--- src/rtl/alert_status_ctrl.sv ---
module alert_status_ctrl #(
  parameter int TW = 8,
  parameter int NV = 4,
  parameter int SW = 8
) (
  input  logic          clk,
  input  logic          rst_n,
  input  logic          meas_valid,
  input  logic [NV-1:0] volt_oor,
  input  logic [TW-1:0] temp,
  input  logic [TW-1:0] hot_lim,
  input  logic [TW-1:0] hyst_lim,
  input  logic [1:0]    temp_mode,
  input  logic          stat_rd,
  input  logic          mask_wr,
  input  logic [NV:0]   mask_wdata,
  input  logic          alert_en,
  input  logic          alert_clr,
  output logic [SW-1:0] status,
  output logic [NV:0]   mask,
  output logic          alert_n
);
  localparam int NB = NV + 1;
  localparam int TB = NB - 1;

  logic [NB-1:0] stat_q, alt_q, mask_q, stat_nxt, alt_nxt;
  logic          hot_q, t_ev;

  wire gt_hot   = $signed(temp) > $signed(hot_lim);
  wire lt_hyst  = $signed(temp) < $signed(hyst_lim);
  wire cmp_mode = (temp_mode == 2'b10);
  wire one_mode = (temp_mode == 2'b01);

  always_comb begin
    if (cmp_mode)      t_ev = gt_hot;
    else if (one_mode) t_ev = (!hot_q && gt_hot) || (hot_q && lt_hyst && !gt_hot);
    else               t_ev = gt_hot || (hot_q && !lt_hyst);
  end

  wire [NB-1:0] ev     = meas_valid ? ({t_ev, volt_oor} & ~mask_q) : '0;
  wire [NB-1:0] rd_clr = stat_rd ? {~cmp_mode, {NV{1'b1}}} : '0;

  always_comb begin
    stat_nxt = ev | (stat_q & ~rd_clr);
    alt_nxt  = ev | (alt_q & ~rd_clr);
    if (cmp_mode && meas_valid) begin
      stat_nxt[TB] = ev[TB];
      alt_nxt[TB]  = ev[TB];
    end
    if (alert_clr) alt_nxt = '0;
  end

  always_ff @(posedge clk) begin
    if (!rst_n) begin
      stat_q <= '0;
      alt_q  <= '0;
      mask_q <= '0;
      hot_q  <= 1'b0;
    end else begin
      stat_q <= stat_nxt;
      alt_q  <= alt_nxt;
      if (mask_wr) mask_q <= mask_wdata;
      if (meas_valid) hot_q <= gt_hot ? 1'b1 : (lt_hyst ? 1'b0 : hot_q);
    end
  end

  assign status  = {{(SW-NB){1'b0}}, stat_q & ~mask_q};
  assign mask    = mask_q;
  assign alert_n = ~(alert_en && !alert_clr && |(alt_q & ~mask_q));
endmodule

--- config.mk ---
export PLATFORM = sky130hd
export DESIGN_NAME = alert_status_ctrl
export DESIGN_NICKNAME = d
export VERILOG_FILES = /design/src/rtl/alert_status_ctrl.sv
export SDC_FILE = /design/constraint.sdc
export NUM_CORES = 1
export LEC_CHECK = 0
export ABC_AREA = 1
export BUFFER_PORTS_ARGS = -buffer_cell sky130_fd_sc_hd__buf_2
export CAP_MARGIN = 0
export CORE_MARGIN = 3
export CORE_UTILIZATION = 41
export CTS_BUF_LIST = sky130_fd_sc_hd__clkbuf_16
export DETAILED_ROUTE_END_ITERATION = 6
export PLACE_DENSITY_LB_ADDON = 0.12
export RECOVER_POWER = 50
export SLEW_MARGIN = 5
export SYNTH_ARGS = -nofsm -noshare
export SYNTH_HDL_FRONTEND = slang
export SYNTH_SLANG_ARGS = --single-unit
--- constraint.sdc ---
create_clock -name clk -period 2.48 [get_ports clk]
set_clock_uncertainty 0.15 [all_clocks]
set_input_delay 0.124 -clock clk [delete_from_list [all_inputs] [get_ports clk]]
set_output_delay 0.124 -clock clk [all_outputs]
set_load 0.05 [all_outputs]
-- After elaboration in Yosys (flattened, before gate mapping)
Index checks and enable logic that the tools add are counted.
- word-level logic and storage cells: 45
- output and inout bits: 14
- flip-flop bits (word level): 16
- multiplexer cells: 8
- bitwise logic cells: 12
- equal/unequal tests: 2
- reductions and logical operators: 17
- magnitude comparators: 2
- operators with widths (operator ; number):
    5-bit AND ; 5
    5-bit 2-to-1 mux ; 2
    5-bit inverter ; 2
    5-bit bitwise OR ; 2
    8-bit > comparator ; 1
    8-bit less-than comparator ; 1
    1-bit logical AND ; 7
    1-bit 2-to-1 mux ; 6
    5-bit OR reduction ; 1
    1-bit logical NOT ; 4
    1-bit inverter ; 3
    2-bit by 1-bit equality test with 1-bit output, second input constant ; 1
    2-bit equality test, second input constant ; 1
    1-bit logical OR ; 2
    2-bit AND reduction ; 1
    2-bit nonzero test ; 1
    2-bit OR reduction ; 1

-- Logic depth before layout (Yosys ltp)
Gate-level depths: netlist of the first run.
- depth after elaboration: 10
- depth in mapped cells: 15

-- Worst setup path before layout of the first run
OpenSTA, ideal clock, no wires.
- kind: flip-flop to output port
- from: register mask_q[0] (netlist: mask[0])
- to: output alert_n
- data arrival time: 1765 ps
- slack: 441 ps
- cell stages (with the launch flop): 4
- cells stage by stage: dfxtp_1 inv_1 a22o_1 o211ai_1
- word-level cells in the longest chain between the ends: 5
- RTL lines (element ; RTL line ; source):
    from (decl) ; 26 ; logic [NB-1:0] stat_q, alt_q, mask_q, stat_nxt, alt_nxt;
    from (signal assigned) ; 62 ; if (mask_wr) mask_q <= mask_wdata;
    5-bit inverter ; 69 ; assign alert_n = ~(alert_en && !alert_clr && |(alt_q & ~mask_q));
    5-bit AND ; 69 ;
    5-bit OR reduction ; 69 ;
    1-bit logical AND ; 69 ;
    1-bit inverter ; 69 ;
    to (decl) ; 21 ; output logic alert_n
No other way between the ends.

-- Worst setup path in the final report of the first run
- from: register mask_q[3] (netlist: mask[3])
- to: output alert_n
The elaborated chain is that of the path after synthesis.

==> results.sh, run 1 <==
export IMPL_status="completed"
export IMPL_gp_congestion=0.773
export IMPL_cp_data_required_time_ns=2.21
export IMPL_io_pin_count=56
export IMPL_viasPerCell=4.70
export IMPL_clkLatencyLatePin_ns=0.24
export IMPL_yosysTopAreaCellShare=0.279
export IMPL_design_core_area_mm2=0.00257
export IMPL_use_met1=0.193
export IMPL_post_place_ws_ns=0.870
export IMPL_grt_usage=0.160
export IMPL_cts_buffers_inserted=3
export IMPL_synth_largest_area_cell="dfxtp_1"
export IMPL_rsz0062_at_grt="false"
export IMPL_clockBufferDepth=2
export IMPL_grtUsageMet3=0.0417
export IMPL_routed_wl_um=2570
export IMPL_multi_input_area_um2=654
export IMPL_hpwl_um=2230
export IMPL_tritoncts="done"
export IMPL_dp_cells=252
export IMPL_use_met2=0.278
export IMPL_cts_resized=0
export IMPL_ys_top_cells_by_area="dfxtp_1, ha_1, inv_1"
export IMPL_cp_start_kind="flip-flop"
export IMPL_cts_root_buf="clkbuf_16"
export IMPL_maxCapViolations=0
export IMPL_hp_class="input pin to flip-flop"
export IMPL_layout_min_cycle_time_ns=1.58
export IMPL_setup_tns_ns=0
export IMPL_io_buffers=52
export IMPL_ys_seq_area_frac=0.279
export IMPL_clkSinkCount=16
export IMPL_wl_per_cell_um=10.0
export IMPL_htreeDepth=1
export IMPL_crit_path_max_fanout=3
export IMPL_syn_avg_cell_area_um2=6.67
export IMPL_grt_pass1_wl_um=4370
export IMPL_start_util=0.447
export IMPL_fin_cells=256
export IMPL_total_leakage_power_nw=0.866
export IMPL_antenna_found_initial=0
export IMPL_synth_warnings=0
export IMPL_fmax_mhz=634
export IMPL_finalNetCount=285
export IMPL_grt_overflow=0
export IMPL_crit_type="flip-flop to primary output"
export IMPL_die_x_um=58.9
export IMPL_final_hold_violation_count=0
export IMPL_post_cts_buffers=0
export IMPL_synth_common_cells="inv_1, nand2_1, a21oi_1"
export IMPL_worstPathArrival_ns=1.30
export IMPL_synth_cell_types=22
export IMPL_busiest_layer="met2"
export IMPL_cp_end_kind="primary output"
export IMPL_syn_to_final_growth_pct=31.7
export IMPL_diodes=0
export IMPL_fin_crit_sh=0.636
export IMPL_powerDensity_mw_per_mm2=533
export IMPL_design_die_area_mm2=0.00347
export IMPL_drt_iter0_markers=21
export IMPL_grt_pass1_vias=1150
export IMPL_yosys_register_bits=16
export IMPL_dr_pass1_iters=6
export IMPL_yosysMostFrequentCell="inv_1"
export IMPL_synth_top_flop_cell="dfxtp_1"
export IMPL_holdWs_ns=0.0120
export IMPL_setup_viol=0
export IMPL_remaining_drc_errors=0
export IMPL_seqCellArea_um2=320
export IMPL_route_vias_total=1203
export IMPL_netlist_instances=172
export IMPL_clkSlewWorstSetupHoldPaths_ns=0.05
export IMPL_fillers=269
export IMPL_synth_cell_area_mm2=0.00115
export IMPL_postCtsHoldBufs=1
export IMPL_grt_max_degree=10
export IMPL_fp_dieH_um=58.9
export IMPL_ant_nets=0
export IMPL_rows=18
export IMPL_synth_edf_count=0
export IMPL_final_setup_worst_slack_ns=0.903
export IMPL_drive_above_1_share=0.296
export IMPL_vdd_drop_max_mv=0.490
export IMPL_drv_slew=0
export IMPL_finalPower_mw=0.806
export IMPL_async_flop_share=0
==> sequential cells by signal (all words and copies together), names as in the netlist <==
name / count
alt_q: 5
hot_q: 1
mask: 5
stat_q: 5
==> report_power, final <==
group          leakage (nW)  internal, mW  switching (mW)
Sequential            0.132         0.273         0.00899
Combinational         0.698        0.0802           0.139
Clock                0.0370         0.211          0.0934
==> area by class of cell <==
class                      instances  share of cell area
sequential                        16               0.212
inverter                          41               0.102
timing repair buffer              53               0.179
clock buffer                       3              0.0497
multi-input combinational        113               0.433
tap                               30              0.0248
==> worst max-delay path, stage by stage (launching register included) <==
cell and delay, ns:
dfxtp_1 0.34, inv_1 0.07, nand2_1 0.06, o211ai_1 0.11, o211ai_1 0.19, buf_2 0.29
==> logic make-up after synthesis <==
logic type,count (synthesis),synth area share
AOI/OAI and AO/OA,31,0.150
DFF,16,0.279
adders and majority gates,15,0.164
and+or+nand+nor,64,0.246
other,1,0.00327
buffers and inverters,45,0.157
==> stage by stage <==
| stage | util | instance area, µm² |
|---|---|---|
| CTS | 0.589 | 1510 |
| detailed placement | 0.556 | 1430 |
| global placement | 0.556 | 1430 |
| finish | 0.589 | 1510 |
| global route | 0.589 | 1510 |
| floorplan | - | 1150 |
==> cells in the final DEF (no fill, tap or decap) <==
master / Yosys / final
dlygate4sd3_1: 0 / 1
conb_1: 1 / 3
dfxtp_1: 16 / 16
o21bai_1: 1 / 1
inv_1: 37 / 37
nand3_1: 9 / 9
a21oi_2: 1 / 1
nand4_1: 1 / 1
nand2_2: 4 / 4
nor2_2: 1 / 1
o21a_1: 1 / 1
a21oi_1: 20 / 20
ha_1: 15 / 15
a22o_1: 1 / 1
nand3_2: 2 / 2
clkbuf_16: 0 / 3
nor2_1: 9 / 9
o211ai_1: 2 / 2
nand2_1: 35 / 35
nor3_1: 3 / 3
o21ai_0: 5 / 5
inv_2: 4 / 4
buf_2: 0 / 52
==> worst paths after layout <==
check,cells past startpoint,endpoint,slack [ns],from
min reg2reg,2,hot_q$_SDFFE_PN0P_,0.31,hot_q$_SDFFE_PN0P_
max,5,alert_n,0.90,mask[3]$_SDFFE_PN0P_
min,3,mask[2]$_SDFFE_PN0P_,0.01,mask_wdata[2]
max reg2reg,6,stat_q[4]$_SDFF_PN0_,1.29,hot_q$_SDFFE_PN0P_
==> metal layers <==
metal | routed length, µm | part of all wire
met3 | 143 | 0.056
met1 | 1200 | 0.47
met4 | 15 | 0.0058
met2 | 1210 | 0.47
met5 | 0 | 0
No activity file was read; power rests on OpenSTA's default activity.
==> run 2: changes to the inputs <==
Clock period 2.48 ns to 1.5 ns, I/O delays scaled along.
==> run 2 against run 1 <==
The flow now finishes with violations (negative hold slack); sequential power rose by 66%; register-to-register slack got worse by 1.2 ns; die area did not move; via count rose by 6.5%; sequential share of layout area fell by 1.0 points; clock power rose by 67%; wire length rose by 16%; final area rose by 10%; non-clock buffer count rose by 13; worst setup slack got worse by 0.86 ns; combinational power rose by 84%.
==> results.sh, run 2 (synthesis gave the netlist of run 1 again) <==
export IMPL_status="finished, violations left"
export IMPL_violations="negative hold slack"
export IMPL_finalPower_mw=1.38
export IMPL_wl_per_cell_um=11.1
export IMPL_grt_usage=0.182
export IMPL_fp_dieH_um=58.9
export IMPL_routed_wl_um=2990
export IMPL_design_core_area_mm2=0.00257
export IMPL_fin_crit_sh=0.971
export IMPL_antenna_found_initial=0
export IMPL_power_switching_share=0.302
export IMPL_hpwl_um=2290
export IMPL_setup_viol=0
export IMPL_htreeDepth=1
export IMPL_path_cells="dlygate4sd3_1 > buf_2 > nor2_2 > nor2_1 > dlygate4sd3_1"
export IMPL_finalNetCount=298
export IMPL_powerDensity_mw_per_mm2=827
export IMPL_grt_max_degree=10
export IMPL_remaining_drc_errors=0
export IMPL_die_x_um=58.9
export IMPL_final_common_cell="buf_2"
export IMPL_drv_slew=0
export IMPL_p_clk_frac=0.369
export IMPL_total_leakage_power_nw=0.931
export IMPL_cp_start_kind="input pin"
export IMPL_power_switching_mw=0.417
export IMPL_layout_min_cycle_time_ns=1.46
export IMPL_crit_top_cell="dlygate4sd3_1"
export IMPL_holdWs_ns=-0.0120
export IMPL_grt_pass1_vias=1274
export IMPL_vdd_drop_max_mv=1.09
export IMPL_hp_class="input pin to flip-flop"
export IMPL_crit_path_max_fanout=1
export IMPL_gp_congestion=0.744
export IMPL_grt_overflow=0
export IMPL_viasPerCell=4.74
export IMPL_cts_root_buf="clkbuf_16"
export IMPL_path_buf_inv=3
export IMPL_clkSinkCount=16
export IMPL_critPathMaxStageDelay_ns=0.56
export IMPL_cts_buffers_inserted=3
export IMPL_setup_tns_ns=0
export IMPL_io_pin_count=56
export IMPL_pwr_share_comb=0.292
export IMPL_grt_pass1_wl_um=5000
export IMPL_worst_path_max_delay_cell="dlygate4sd3_1"
export IMPL_rows=18
export IMPL_syn_to_final_growth_pct=45.5
export IMPL_drt_iter0_markers=50
export IMPL_clkSlewWorstSetupHoldPaths_ns=0.05
export IMPL_cp_data_required_time_ns=1.47
export IMPL_design_die_area_mm2=0.00347
export IMPL_cp_top_family="buffers and inverters"
export IMPL_diodes=0
export IMPL_route_vias_total=1281
export IMPL_dr_pass1_iters=5
export IMPL_clockBufferDepth=2
export IMPL_maxCapViolations=0
export IMPL_io_buffers=52
export IMPL_tritoncts="done"
export IMPL_final_hold_violation_count=1
export IMPL_layout_common_cells="buf_2, inv_1, nand2_1, a21oi_1, ha_1"
export IMPL_drive_above_1_share=0.338
export IMPL_cp_end_kind="flip-flop"
export IMPL_crit_type="input pin to flip-flop"
export IMPL_worstPathArrival_ns=1.43
export IMPL_p_int_mw=0.964
export IMPL_clkLatencyLatePin_ns=0.24
export IMPL_start_util=0.447
export IMPL_pwr_share_seq=0.340
export IMPL_rsz0062_at_grt="true"
export IMPL_fmax_mhz=686
export IMPL_ant_nets=0
==> run 2: what timing repair did <==
action,CTS,global route
resized for setup,1,9
setup buffers,0,2
hold buffers,13,0
setup endpoints to repair,1,4
hold endpoints to repair,13,0
gates cloned,0,0
pin swaps,0,2
==> run 2: final timing paths <==
path                                           start                    to  slack (ns)  depth (start not counted)
worst min register to register   alt_q[1]$_SDFF_PP0_   alt_q[1]$_SDFF_PP0_        0.32                          2
worst max register to register  mask[4]$_SDFFE_PN0P_  mask[4]$_SDFFE_PN0P_        0.10                          3
worst min-delay path                           rst_n  mask[1]$_SDFFE_PN0P_       -0.01                          3
worst max-delay path                   mask_wdata[4]  mask[4]$_SDFFE_PN0P_        0.04                          5
==> run 2: metal layers <==
metal,up-vias,global-route usage,part of all wire
met3,2,0.0351,0.049
met5,-,0,0
met1,565,0.215,0.41
met4,0,0.0227,0.0033
li1,673,-,-
met2,41,0.344,0.54
==> run 2: final cells by class <==
type                            count  area [µm²]
Clock inverter                      1        3.75
Multi-Input combinational cell    113         662
Timing Repair Buffer               66         395
Fill cell                         245         898
Tap cell                           30        37.5
Inverter                           41         159
Clock buffer                        3        75.1
Sequential cell                    16         337
==> run 2: tightest hold or removal path: stages <==
cell and delay (ns):
buf_2 0.14, o21ai_1 0.08, a21oi_1 0.04
==> run 2: power by group through the flow <==
stage | clock [mW] | sequential [mW] | combinational [mW]
floorplan | 0 | 0.505 | 0.227
global placement | 0 | 0.473 | 0.359
detailed placement | 0 | 0.474 | 0.370
CTS | 0.520 | 0.465 | 0.400
global route | 0.536 | 0.472 | 0.454
finish | 0.509 | 0.469 | 0.403
==> run 2: through the flow <==
stage | worst slack (ns) | cells | utilization | area [µm²]
finish | 0.0431 | 270 | 0.650 | 1670
global placement | 0.00429 | 253 | 0.565 | 1450
global route | -0.0257 | 270 | 0.650 | 1670
CTS | 0.0110 | 270 | 0.647 | 1660
floorplan | -0.208 | 174 | - | 1170
detailed placement | -0.0404 | 253 | 0.565 | 1450
==> run 3: changes to the inputs <==
Settings changed: ABC_AREA 1 to default, CELL_PAD_IN_SITES_DETAIL_PLACEMENT from default to 0, CELL_PAD_IN_SITES_GLOBAL_PLACEMENT from default to 1, CORE_UTILIZATION 41 to 33.
==> run 3 against run 2 <==
The run ends with negative setup slack left; clock-buffer cell count did not move; worst setup slack got worse by 0.12 ns; synthesized cell count fell by 24%; clock power rose by 2%; global-route usage fell by 3.3 points; register-to-register slack improved by 0.23 ns; combinational power rose by 9.2%; sequential power barely moved; synthesized area rose by 1.9%; hold slack improved by 0.054 ns; total power rose by 3.1%; largest cell class unchanged.
==> results.sh, run 3 <==
export IMPL_drt_iter0_markers=35
export IMPL_cp_startpoint="mask[3]$_SDFFE_PN0P_"
export IMPL_routed_wl_um=3000
export IMPL_ys_seq_area_frac=0.274
export IMPL_remaining_drc_errors=0
export IMPL_grt_usage=0.149
export IMPL_ys_top_cells_by_area="dfxtp_1, ha_1, nand2b_1"
export IMPL_cp_data_required_time_ns=1.27
export IMPL_drv_slew=0
export IMPL_synth_cell_types=33
export IMPL_clkSlewWorstSetupHoldPaths_ns=0.05
export IMPL_io_pin_count=56
export IMPL_worstPathArrival_ns=1.36
export IMPL_tritoncts="done"
export IMPL_wl_per_cell_um=12.5
export IMPL_vdd_drop_max_mv=0.682
export IMPL_final_common_cell="buf_2"
export IMPL_synth_xor_area_frac=0.00749
export IMPL_cts_buffers_inserted=3
export IMPL_drive_above_1_share=0.423
export IMPL_antenna_found_initial=0
export IMPL_async_flop_share=0
export IMPL_rsz0062_at_grt="true"
export IMPL_clockBufferDepth=2
export IMPL_io_buffers=52
export IMPL_synthAdderAreaFrac=0.161
export IMPL_place_area_mm2=0.00156
export IMPL_layout_common_cells="buf_2, inv_1, nand2b_1, dfxtp_1, nor2b_1"
export IMPL_grt_pass1_wl_um=4980
export IMPL_diodes=0
export IMPL_worstReg2RegStart="hot_q$_SDFFE_PN0P_"
export IMPL_clkLatencyLatePin_ns=0.25
export IMPL_holdWs_ns=0.0423
export IMPL_total_leakage_power_nw=0.873
export IMPL_fmax_mhz=632
export IMPL_route_vias_total=1117
export IMPL_synth_common_cells="inv_1, dfxtp_1, ha_1"
export IMPL_die_x_um=65.5
export IMPL_synth_cell_area_mm2=0.00117
export IMPL_final_setup_worst_slack_ns=-0.0817
export IMPL_yosys_register_bits=16
export IMPL_synth_compound_area_frac=0.196
export IMPL_cts_root_buf="clkbuf_16"
export IMPL_clkSinkCount=16
export IMPL_synth_largest_area_cell="dfxtp_1"
export IMPL_grt_pass1_vias=1189
export IMPL_final_hold_violation_count=0
export IMPL_fin_crit_sh=1.05
export IMPL_status="finished, violations left"
export IMPL_crit_path_max_fanout=2
export IMPL_fillers=337
export IMPL_gp_congestion=0.769
export IMPL_yosysMostFrequentCell="inv_1"
export IMPL_grt_max_degree=15
export IMPL_synth_edf_count=0
export IMPL_cp_start_kind="flip-flop"
export IMPL_design_area_mm2=0.00180
export IMPL_dr_pass1_iters=4
export IMPL_layout_min_cycle_time_ns=1.58
export IMPL_fp_dieH_um=65.5
export IMPL_htreeDepth=1
export IMPL_hpwl_um=2340
export IMPL_ant_nets=0
export IMPL_muxShareOfSynthArea=0.0514
export IMPL_worstHoldStart="meas_valid"
export IMPL_viasPerCell=4.65
export IMPL_yosys_area_share_simple=0.214
export IMPL_violations="negative setup slack"
export IMPL_maxCapViolations=0
export IMPL_cp_end_kind="primary output"
export IMPL_synth_top_flop_cell="dfxtp_1"
export IMPL_finalNetCount=254
export IMPL_powerDensity_mw_per_mm2=793
export IMPL_netlist_instances=131
export IMPL_grt_overflow=0
export IMPL_hp_class="input pin to flip-flop"
export IMPL_design_core_area_mm2=0.00320
export IMPL_design_die_area_mm2=0.00429
export IMPL_syn_to_final_growth_pct=53.6
export IMPL_syn_avg_cell_area_um2=8.92
export IMPL_setup_viol=2
export IMPL_synth_top_family_by_area="simple AND/OR/NAND/NOR gates"
export IMPL_start_util=0.365
export IMPL_yosysTopAreaCellShare=0.274
export IMPL_synth_warnings=0
export IMPL_rows=20
export IMPL_rrSetupSlack_ns=0.33
export IMPL_crit_type="flip-flop to primary output"
[run 3: area by class of cell]
type | instances | area [µm²] | area share
Multi-Input combinational cell | 91 | 841 | 0.468
Inverter | 20 | 90.1 | 0.0502
Timing Repair Buffer | 65 | 399 | 0.222
Sequential cell | 16 | 332 | 0.185
Clock inverter | 1 | 3.75 | 0.00209
Clock buffer | 3 | 75.1 | 0.0418
Tap cell | 44 | 55.1 | 0.0307
[run 3: worst paths after layout]
| kind | endpoint | cells after the start |
|---|---|---|
| max reg2reg | stat_q[4]$_SDFF_PN0_ | 3 |
| min | hot_q$_SDFFE_PN0P_ | 3 |
| min reg2reg | alt_q[0]$_SDFF_PP0_ | 2 |
| max | alert_n | 5 |
[run 3: power by group]
| part | internal [mW] | total [mW] | switching [mW] |
|---|---|---|---|
| sequential | 0.449 | 0.466 | 0.0164 |
| combinational | 0.204 | 0.440 | 0.236 |
| clock | 0.353 | 0.518 | 0.165 |
[run 3: repair_timing]
item | 4_1_cts | 5_1_grt
endpoints found under the setup margin | 3 | 3
hold endpoints to repair | 11 | 0
pin swaps | 6 | 0
hold buffers | 9 | 0
buffers inserted | 2 | 0
resized for setup | 9 | 3
cloned | 0 | 0
[run 3: critical path, stage by stage, from the launching register on]
cell,delay (ns)
dfxtp_4,0.34
inv_2,0.03
a222oi_1,0.34
nand3_1,0.12
nand3b_1,0.11
buf_6,0.16
[run 3: kinds of logic after synthesis]
kind of cell               after synthesis
AOI/OAI and AO/OA                       26
muxes                                    6
xor gates and xnor gates                 1
and+or+nand+nor                         40
adders and majority gates               15
buffers and inverters                   26
other                                    1
DFF                                     16
[run 3: routing by layer]
layer	share of wire	up-vias	GRT usage	routed length, µm
li1	-	582	-	-
met1	0.46	502	0.191	1390
met2	0.48	33	0.259	1440
met3	0.056	0	0.0410	168
met4	0	0	0.00777	0
met5	0	-	0	0
[run 3: metrics by stage]
step | cells | util | TNS [ns] | worst slack (ns) | total power, mW
finish | 240 | 0.561 | -0.0974 | -0.0817 | 1.42
CTS | 240 | 0.554 | -0.116 | -0.0879 | 1.43
floorplan | 133 | - | -0.184 | -0.0865 | 0.741
global placement | 225 | 0.486 | -0.783 | -0.325 | 0.861
global route | 240 | 0.561 | -0.360 | -0.174 | 1.51
detailed placement | 225 | 0.486 | -0.917 | -0.369 | 0.869
